## config.mk

```make
export PLATFORM = sky130hd
export DESIGN_NAME = evw_ctrl
export DESIGN_NICKNAME = d
export VERILOG_FILES = /design/src/rtl/evw_pkg.sv /design/src/rtl/evw_sync.sv /design/src/rtl/evw_vec_arb.sv /design/src/rtl/evw_seq.sv /design/src/rtl/evw_ctrl.sv
export SDC_FILE = /design/constraint.sdc
export NUM_CORES = 1
export LEC_CHECK = 0
export ABC_AREA = 1
export BUFFER_PORTS_ARGS = -buffer_cell sky130_fd_sc_hd__buf_2
export CAP_MARGIN = 20
export CELL_PAD_IN_SITES_DETAIL_PLACEMENT = 1
export CELL_PAD_IN_SITES_GLOBAL_PLACEMENT = 1
export CORE_MARGIN = 5
export CORE_UTILIZATION = 37
export DETAILED_ROUTE_END_ITERATION = 16
export PLACE_DENSITY = 0.94
export SYNTH_ARGS = -nofsm -noshare
export SYNTH_HDL_FRONTEND = slang
export SYNTH_SLANG_ARGS = --single-unit
export TNS_END_PERCENT = 20
```

## constraint.sdc

```tcl
create_clock -name clk -period 3.39 [get_ports clk]
set_clock_uncertainty 0.1 [all_clocks]
set_input_delay 0.1695 -clock clk [delete_from_list [all_inputs] [get_ports clk]]
set_output_delay 0.1695 -clock clk [all_outputs]
set_load 0.02 [all_outputs]
```

## src/rtl/evw_pkg.sv

```systemverilog
package evw_pkg;
  typedef enum logic [1:0] {
    OP_WAIT_LO = 2'd0,
    OP_WAIT_HI = 2'd1,
    OP_SLEEP   = 2'd2,
    OP_NONE    = 2'd3
  } evw_op_e;

  typedef enum logic [1:0] {
    ST_RUN   = 2'd0,
    ST_WAIT  = 2'd1,
    ST_SLEEP = 2'd2,
    ST_WAKE  = 2'd3
  } evw_state_e;

  // Required line level for a wait opcode
  function automatic logic wait_level(input evw_op_e k);
    return (k == OP_WAIT_HI);
  endfunction

  function automatic logic is_wait(input evw_op_e k);
    return (k == OP_WAIT_LO) || (k == OP_WAIT_HI);
  endfunction
endpackage

```

## src/rtl/evw_sync.sv

```systemverilog
module evw_sync #(
  parameter int WIDTH  = 8,
  parameter int STAGES = 2
) (
  input  logic             clk,
  input  logic             rst_n,
  input  logic [WIDTH-1:0] d_async,
  output logic [WIDTH-1:0] q_sync
);
  genvar b;
  generate
    for (b = 0; b < WIDTH; b++) begin : g_bit
      logic [STAGES-1:0] chain;
      always_ff @(posedge clk or negedge rst_n) begin
        if (!rst_n) chain <= '0;
        else        chain <= {chain[STAGES-2:0], d_async[b]};
      end
      assign q_sync[b] = chain[STAGES-1];
    end
  endgenerate
endmodule

```

## src/rtl/evw_vec_arb.sv

```systemverilog
module evw_vec_arb #(
  parameter int NVEC = 4,
  parameter int NEVT = 8,
  parameter int AW   = 16,
  localparam int SELW = $clog2(NEVT)
) (
  input  logic [NEVT-1:0]      evt_s,
  input  logic [NVEC-1:0]      vec_en,
  input  logic [NVEC*SELW-1:0] vec_src,
  input  logic [NVEC*AW-1:0]   vec_addr,
  output logic [NVEC-1:0]      hit,
  output logic [NVEC-1:0]      win_onehot,
  output logic                 any_hit,
  output logic [AW-1:0]        win_addr
);
  // Lowest set index wins: scan high to low so the last write is the lowest
  function automatic logic [NVEC-1:0] pick_lowest(input logic [NVEC-1:0] req);
    logic [NVEC-1:0] r;
    r = '0;
    for (int i = NVEC - 1; i >= 0; i--) begin
      if (req[i]) begin
        r    = '0;
        r[i] = 1'b1;
      end
    end
    return r;
  endfunction

  genvar v;
  generate
    for (v = 0; v < NVEC; v++) begin : g_vec
      assign hit[v] = vec_en[v] & evt_s[vec_src[v*SELW +: SELW]];
    end
  endgenerate

  assign win_onehot = pick_lowest(hit);
  assign any_hit    = |hit;

  always_comb begin
    win_addr = '0;
    for (int i = 0; i < NVEC; i++) begin
      if (win_onehot[i]) win_addr = win_addr | vec_addr[i*AW +: AW];
    end
  end
endmodule

```

## src/rtl/evw_seq.sv

```systemverilog
module evw_seq
  import evw_pkg::*;
#(
  parameter int NEVT = 8,
  parameter int AW   = 16,
  localparam int SELW = $clog2(NEVT)
) (
  input  logic            clk,
  input  logic            rst_n,
  input  logic            op_valid,
  input  logic [1:0]      op_kind,
  input  logic [SELW-1:0] op_sel,
  input  logic            lp_allow,
  input  logic [NEVT-1:0] evt_s,
  input  logic            any_hit,
  input  logic [AW-1:0]   win_addr,
  output logic            core_clk_en,
  output logic            lp_req,
  output logic            resume_valid,
  output logic [AW-1:0]   resume_addr,
  output evw_state_e      state,
  output logic            op_accept,
  output logic            op_met,
  output logic            hold_met
);
  evw_op_e         kind;
  logic [SELW-1:0] sel_r;
  logic            lvl_r;
  logic [AW-1:0]   wake_addr;

  assign kind      = evw_op_e'(op_kind);
  assign op_accept = op_valid && (state == ST_RUN) && (kind != OP_NONE);
  assign op_met    = (evt_s[op_sel] == wait_level(kind));
  assign hold_met  = (evt_s[sel_r] == lvl_r);

  always_ff @(posedge clk or negedge rst_n) begin
    if (!rst_n) begin
      state        <= ST_RUN;
      core_clk_en  <= 1'b1;
      lp_req       <= 1'b0;
      resume_valid <= 1'b0;
      resume_addr  <= '0;
      wake_addr    <= '0;
      sel_r        <= '0;
      lvl_r        <= 1'b0;
    end else begin
      resume_valid <= 1'b0;
      unique case (state)
        ST_RUN: begin
          if (op_accept) begin
            if (is_wait(kind)) begin
              sel_r <= op_sel;
              lvl_r <= wait_level(kind);
              if (!op_met) begin
                state       <= ST_WAIT;
                core_clk_en <= 1'b0;
              end
            end else begin
              state       <= ST_SLEEP;
              core_clk_en <= 1'b0;
              lp_req      <= lp_allow;
            end
          end
        end
        ST_WAIT: begin
          if (hold_met) begin
            state       <= ST_RUN;
            core_clk_en <= 1'b1;
          end
        end
        ST_SLEEP: begin
          if (any_hit) begin
            state     <= ST_WAKE;
            lp_req    <= 1'b0;
            wake_addr <= win_addr;
          end
        end
        ST_WAKE: begin
          state        <= ST_RUN;
          core_clk_en  <= 1'b1;
          resume_valid <= 1'b1;
          resume_addr  <= wake_addr;
        end
        default: state <= ST_RUN;
      endcase
    end
  end
endmodule

```

## src/rtl/evw_ctrl.sv

```systemverilog
module evw_ctrl
  import evw_pkg::*;
#(
  parameter int NEVT = 8,
  parameter int NVEC = 4,
  parameter int AW   = 16,
  localparam int SELW = $clog2(NEVT)
) (
  input  logic                 clk,
  input  logic                 rst_n,
  input  logic [NEVT-1:0]      evt_in,
  input  logic                 op_valid,
  input  logic [1:0]           op_kind,
  input  logic [SELW-1:0]      op_sel,
  input  logic                 lp_allow,
  input  logic [NVEC-1:0]      vec_en,
  input  logic [NVEC*SELW-1:0] vec_src,
  input  logic [NVEC*AW-1:0]   vec_addr,
  output logic                 core_clk_en,
  output logic                 lp_req,
  output logic                 resume_valid,
  output logic [AW-1:0]        resume_addr
);
  // Named internal events, visible to the bound checker
  logic [NEVT-1:0] evt_s;
  logic [NVEC-1:0] hit;
  logic [NVEC-1:0] win_onehot;
  logic            any_hit;
  logic [AW-1:0]   win_addr;
  evw_state_e      state;
  logic            op_accept;
  logic            op_met;
  logic            hold_met;
  logic            in_wait;
  logic            in_run;
  logic            op_is_wait;

  assign in_wait    = (state == ST_WAIT);
  assign in_run     = (state == ST_RUN);
  assign op_is_wait = is_wait(evw_op_e'(op_kind));

  evw_sync #(.WIDTH(NEVT), .STAGES(2)) u_sync (
    .clk(clk), .rst_n(rst_n), .d_async(evt_in), .q_sync(evt_s)
  );

  evw_vec_arb #(.NVEC(NVEC), .NEVT(NEVT), .AW(AW)) u_arb (
    .evt_s(evt_s), .vec_en(vec_en), .vec_src(vec_src), .vec_addr(vec_addr),
    .hit(hit), .win_onehot(win_onehot), .any_hit(any_hit), .win_addr(win_addr)
  );

  evw_seq #(.NEVT(NEVT), .AW(AW)) u_seq (
    .clk(clk), .rst_n(rst_n), .op_valid(op_valid), .op_kind(op_kind),
    .op_sel(op_sel), .lp_allow(lp_allow), .evt_s(evt_s), .any_hit(any_hit),
    .win_addr(win_addr), .core_clk_en(core_clk_en), .lp_req(lp_req),
    .resume_valid(resume_valid), .resume_addr(resume_addr), .state(state),
    .op_accept(op_accept), .op_met(op_met), .hold_met(hold_met)
  );
endmodule

```

==> results_dict.tcl, run 1 <==
set metrics [dict create \
    clkSinkCount 57 \
    finalCritPeriodShare_pct 67.0 \
    grt_pass1_vias 3920 \
    dieHeight_microns 103 \
    yosys_most_used_dff "dfrtp_1" \
    setup_viol 0 \
    synth_top_area_share_pct 43.5 \
    post-cts-setup-buffers 0 \
    ys_types 26 \
    p_leak_nw 2.47 \
    seqPwrFrac_pct 37.6 \
    worst_slew_pin_slew_ns 0.952 \
    power_density_mw_per_mm2 678 \
    cp_data_required_time_ns 3.56 \
    place_hpwl_microns 8660 \
    synth-edff-count 0 \
    start_util_pct 37.5 \
    grt_overflow 0 \
    stdcell_count 694 \
    switching_share_pct 38.6 \
    ant_nets 0 \
    power_frac_comb_pct 35.1 \
    grt_max_degree 43 \
    async_flop_share_pct 100 \
    grt.total_usage_pct 22.5 \
    cts_buffers 9 \
    final_core_util_pct 48.9 \
    drive_gt1_share_pct 25.1 \
    ir_drop_mv 0.425 \
    synth.cell_area_sq_mm 0.00322 \
    hold_depth 3 \
    synthTopCellsByCount "nand2_1, nand3_1, dfrtp_1, inv_1, nor2_1" \
    pwr-share-clk_pct 27.3 \
    synth.most_common_cell "nand2_1" \
    end_kind "register" \
    area_delta_synth_final_pct 30.5 \
    finalSetupTns_ns 0 \
    seq_area_frac_synth_pct 44.3 \
    rsz0062_at_grt "no" \
    cts_tree "built" \
    syn_nets 555 \
    clock_path_buffers 2 \
    relSlewSlack_pct 36.5 \
    die_x_microns 103 \
    status "finished, final reports clean" \
    htreeDepth 3 \
    drc 0 \
    ys_seq_elements 57 \
    p_sw_mw 1.10 \
    placed_cells 668 \
    first_iter_violations 113 \
    rows 34 \
    clkSlewWorstSetupHoldPaths_ns 0.07 \
    min-delay-path-class "input pin to register" \
    final_net_count 678 \
    synth_area_leader_cell "dfrtp_1" \
    diodes 0 \
    worstPathMaxFanout 18 \
    yosysWarnings 0 \
    hold_viol_final 0 \
    clk-insertion-delay-late_ns 0.34 \
    grt_pass1_wl_microns 18500 \
    antenna_found_initial 0 \
    root_buffer "clkbuf_8" \
    slew_violations 0 \
    postSynthAreaPerCell_sq_um 7.04 \
    synth_cells 458 \
    io_pins 116 \
    wl_microns 11300 \
    crit_type "register to register" \
    viasPerCell 5.05 \
    rr_worst_depth 11 \
    worstPathArrival_ns 2.44 \
    die_area_sq_mm 0.0107 \
    place_congestion 0.925 \
    fmax_ghz 0.441 \
    io_buffer_count 115 \
    first_pass_iters 4 \
    critPathLaunchType "register" \
    hold_ws_ns 0.0382 \
    vias 3507 \
    p_int_mw 1.75 \
    maxCapViolations 0 \
    yosys-top-cells-area "dfrtp_1, nand2_1, nand3_1" \
    period_needed_ns 2.27 \
    core_area_sq_mm 0.00859 \
    wire_per_inst_microns 16.2 \
]
-- state kept, by name (all words and copies together) (netlist names) --
register / cells
u_seq.lp_req: 1
u_seq.resume_addr: 16
u_seq.wake_addr: 16
u_seq.sel_r: 3
u_seq.lvl_r: 1
u_seq.core_clk_en: 1
u_sync.g_bit.chain: 16
u_seq.resume_valid: 1
u_seq.state: 2
-- repair_timing --
| action | in CTS | in global routing |
|---|---|---|
| setup endpoints to repair | 0 | 0 |
| hold endpoints to repair | 49 | 0 |
| hold buffers | 10 | 0 |
| gates resized for setup | 0 | 0 |
-- logic make-up (layout without fill, tap and decap cells) --
| family | count (synthesis) | after routing | share of synthesized area, % |
|---|---|---|---|
| AOI/OAI and AO/OA | 20 | 20 | 3.42 |
| DFF | 57 | 57 | 44.3 |
| and+or+nand+nor | 319 | 319 | 44.2 |
| buffers and inverters | 62 | 190 | 8.11 |
-- through the flow --
stage	setup slack [ns]	instance area (sq um)	power [mW]
final	1.12	4210	2.85
after floorplan	1.72	3220	1.70
after global routing	0.918	4210	3.06
after global placement	1.31	3860	2.00
after CTS	1.14	4210	2.88
after detailed placement	1.15	3860	2.07
-- layout make-up --
| cell class | instances | area, sq um |
|---|---|---|
| fill | 1135 | 4390 |
| multi-input combinational | 339 | 1530 |
| sequential | 57 | 1430 |
| timing repair buffer | 126 | 683 |
| inverter | 48 | 183 |
| clock buffer | 10 | 138 |
| tap | 108 | 135 |
| clock inverter | 6 | 105 |
-- critical path, stage by stage, from the launching register on --
cell     delay, ns
dfrtp_1       0.36
inv_1         0.21
nand2_1       0.10
nand3_1       0.15
nand3_4       0.21
nand3_4       0.29
nand3_2       0.33
nor2_1        0.21
nor2_1        0.07
nand2_1       0.06
nand2_1       0.06
nand2_1       0.07
-- layout by cell type (no fill, tap or decap), types with 2 or more instances in the layout --
cell,Yosys,routed
inv_1,43,43
nor2_1,38,38
o211ai_1,4,4
clkinv_2,0,3
inv_2,3,3
dfrtp_1,56,56
clkbuf_8,0,10
nor2_2,2,2
nand3b_1,3,3
nand3_1,63,63
nor2_4,2,2
buf_2,3,115
nand3_4,2,2
a21oi_1,8,8
dlygate4sd3_1,0,10
nand2_1,188,188
bufinv_16,0,3
nand4_1,17,17
o21ai_0,8,8
-- path summary, 6_finish.rpt --
path	startpoint	end	slack, ns
max	u_sync.g_bit[5].chain[1]	u_seq.wake_addr[8]	1.12
min	op_valid	u_seq.sel_r[1]	0.04
max reg2reg	u_sync.g_bit[5].chain[1]	u_seq.wake_addr[8]	1.12
min reg2reg	u_sync.g_bit[2].chain[0]	u_sync.g_bit[2].chain[1]	0.24
max in group asynchronous	rst_n	u_seq.wake_addr[11]	1.99
min in group asynchronous	rst_n	u_sync.g_bit[1].chain[1]	0.42
-- power groups by stage --
stage	Combinational (mW)	Sequential [mW]	Clock, mW
2_1_floorplan	0.542	1.16	0
3_3_place_gp	0.934	1.06	0
3_5_place_dp	0.996	1.07	0
4_1_cts	1.01	1.07	0.795
5_1_grt	1.13	1.10	0.836
6_report	1.00	1.07	0.779
-- routing by layer --
layer  wire length [microns]  GRT usage (%)
met5                       0              0
met2                    6190           43.3
met4                     117           4.58
met1                    4480           24.9
met3                     490           5.43
No activity file was read; power rests on OpenSTA's default activity.
==> run 2: changes to the inputs <==
Settings changed: ABC_AREA 1 to 0, CORE_UTILIZATION 37 to 38, PLACE_DENSITY 0.94 to 0.89.
Clock period 3.39 ns to 2.3 ns, I/O delays scaled along.
==> results_dict.tcl, run 2 <==
set metrics [dict create \
    cp_data_required_time_ns 2.43 \
    clkSinkCount 57 \
    postSynthAreaPerCell_sq_um 12.4 \
    ir_drop_mv 0.591 \
    worstPathArrival_ns 2.61 \
    dieHeight_microns 99.8 \
    cts_tree "built" \
    ant_nets 0 \
    area_delta_synth_final_pct 44.3 \
    yosysWarnings 0 \
    yosys-top-cells-area "dfrtp_1, mux2_2, mux4_2" \
    clk-insertion-delay-late_ns 0.36 \
    core_area_sq_mm 0.00781 \
    grt.total_usage_pct 23.3 \
    drc 0 \
    power_density_mw_per_mm2 1010 \
    start_util_pct 39.3 \
    syn_nets 344 \
    period_needed_ns 2.48 \
    io_pins 116 \
    wl_microns 11700 \
    first_iter_violations 114 \
    relSlewSlack_pct 56.9 \
    p_leak_nw 2.13 \
    clkSlewWorstSetupHoldPaths_ns 0.07 \
    worst_slew_pin_slew_ns 0.646 \
    hold_ws_ns 0.0579 \
    critPathLaunchType "register" \
    grt_overflow 0 \
    violations "setup timing" \
    maxCapViolations 0 \
    synth_area_leader_cell "dfrtp_1" \
    min-delay-path-class "input pin to register" \
    final_core_util_pct 56.7 \
    slew_violations 0 \
    htreeDepth 3 \
    synth.most_common_cell "dfrtp_1" \
    seq_area_frac_synth_pct 46.6 \
    status "complete, but fails checks" \
    finalSetupTns_ns -2.49 \
    crit_type "register to register" \
    setup_viol 16 \
    ys_types 41 \
    synthTopCellsByCount "dfrtp_1, mux2_2, inv_1, nor2_1, a311oi_1" \
    mostFrequentLayoutCell "buf_2" \
    end_kind "register" \
    first_pass_iters 4 \
    viasPerCell 5.73 \
    yosys_most_used_dff "dfrtp_1" \
    clock_path_buffers 2 \
    synth_top_area_share_pct 45.7 \
    async_flop_share_pct 100 \
    die_area_sq_mm 0.00997 \
    rows 32 \
    grt_pass1_wl_microns 17600 \
    grt_pass1_vias 3340 \
    grt_max_degree 33 \
    cts_buffers 9 \
    placed_cell_area_sq_mm 0.00386 \
    synth_cells 247 \
    ys_seq_elements 57 \
    hold_viol_final 0 \
    wire_per_inst_microns 23.1 \
    antenna_found_initial 1 \
    diodes 0 \
    final_cell_mix "buf_2, dfrtp_1, mux2_2, inv_1, buf_4" \
    rsz0062_at_grt "yes" \
    root_buffer "clkbuf_8" \
    stdcell_area_sq_mm 0.00443 \
    io_buffer_count 115 \
    place_congestion 0.850 \
    drive_gt1_share_pct 56.4 \
    die_x_microns 99.8 \
    worstPathMaxFanout 8 \
    fin_ws_ns -0.185 \
    finalCritPeriodShare_pct 108 \
    synth.cell_area_sq_mm 0.00307 \
    fmax_ghz 0.402 \
    vias 2897 \
    final_net_count 496 \
    synth-edff-count 0 \
    top_regs "u_seq.resume_addr: 16 flops, u_seq.wake_addr: 16 flops, u_sync.g_bit.chain: 16 flops" \
    total_power_mw 4.48 \
    place_hpwl_microns 7510 \
]
==> run 2: cell types whose count changed in the layout (fill, tap and decap cells not counted), sizes merged, moves of 16 or more <==
cell,previous run,this run
inv,47,21
o22ai,0,16
a311oi,0,18
nand4,17,0
nand2,189,5
mux2,0,41
buf,116,141
nand3,66,1
nor4b,0,16
nor2,43,21
==> run 2: metrics by stage <==
| step | setup WS [ns] | cells |
|---|---|---|
| floorplan | -0.208 | 247 |
| global placement | -0.00777 | 470 |
| detailed placement | -0.178 | 470 |
| CTS | -0.128 | 505 |
| global route | -0.231 | 506 |
| finish | -0.185 | 506 |
==> run 2: area by class of cell <==
cell class	count	area (sq um)
inverter	21	78.8
multi-input combinational	154	1580
timing repair buffer	156	970
fill	844	3380
clock buffer	11	141
clock inverter	5	103
tap	102	128
sequential	57	1430
==> run 2: cell families after synthesis <==
kind of cell / after synthesis / synth area share (%)
simple gates: 52 / 10.6
xor+xnor: 2 / 0.571
compound gates: 46 / 13.0
mux: 54 / 23.7
flops: 57 / 46.6
buf+inv: 36 / 5.63
==> run 2: report_power, final <==
part	leakage [nW]	switching, mW	internal, mW
Clock	0.120	0.434	0.748
Combinational	1.32	0.810	0.863
Sequential	0.689	0.255	1.37
Total	2.13	1.50	2.98
==> run 2: metal layers <==
layer	global-route usage, %	wire [microns]	part of all wire (%)
met5	0	20	0.17
met4	14.6	603	5.2
met2	42.8	6270	54
met3	5.28	739	6.3
met1	23.7	4080	35
==> run 2: final timing paths <==
check	startpoint	to	slack [ns]	depth (start not counted)
setup / recovery	u_sync.g_bit[7].chain[1]	u_seq.wake_addr[1]	-0.18	7
hold / removal	vec_addr[14]	u_seq.wake_addr[14]	0.06	4
setup reg to reg	u_sync.g_bit[7].chain[1]	u_seq.wake_addr[1]	-0.18	7
hold reg to reg	u_sync.g_bit[1].chain[0]	u_sync.g_bit[1].chain[1]	0.25	0
max in group asynchronous	rst_n	u_seq.core_clk_en	1.21	3
min in group asynchronous	rst_n	u_sync.g_bit[3].chain[0]	0.21	2
==> run 2: repair_timing <==
action / 4_1_cts / 5_1_grt
pin swaps: 5 / 3
endpoints found under the hold margin: 38 / 0
buffers inserted: 3 / 1
resized for setup: 21 / 11
endpoints found under the setup margin: 16 / 18
gates cloned: 1 / 0
hold buffers: 15 / 0
==> run 2: critical path, cell delays in order, from the launching register on <==
cell and delay [ns]:
dfrtp_1 0.42, buf_4 0.16, mux4_2 0.50, nor2_4 0.14, a311oi_4 0.07, o311ai_4 0.44, buf_6 0.23, mux2_4 0.31
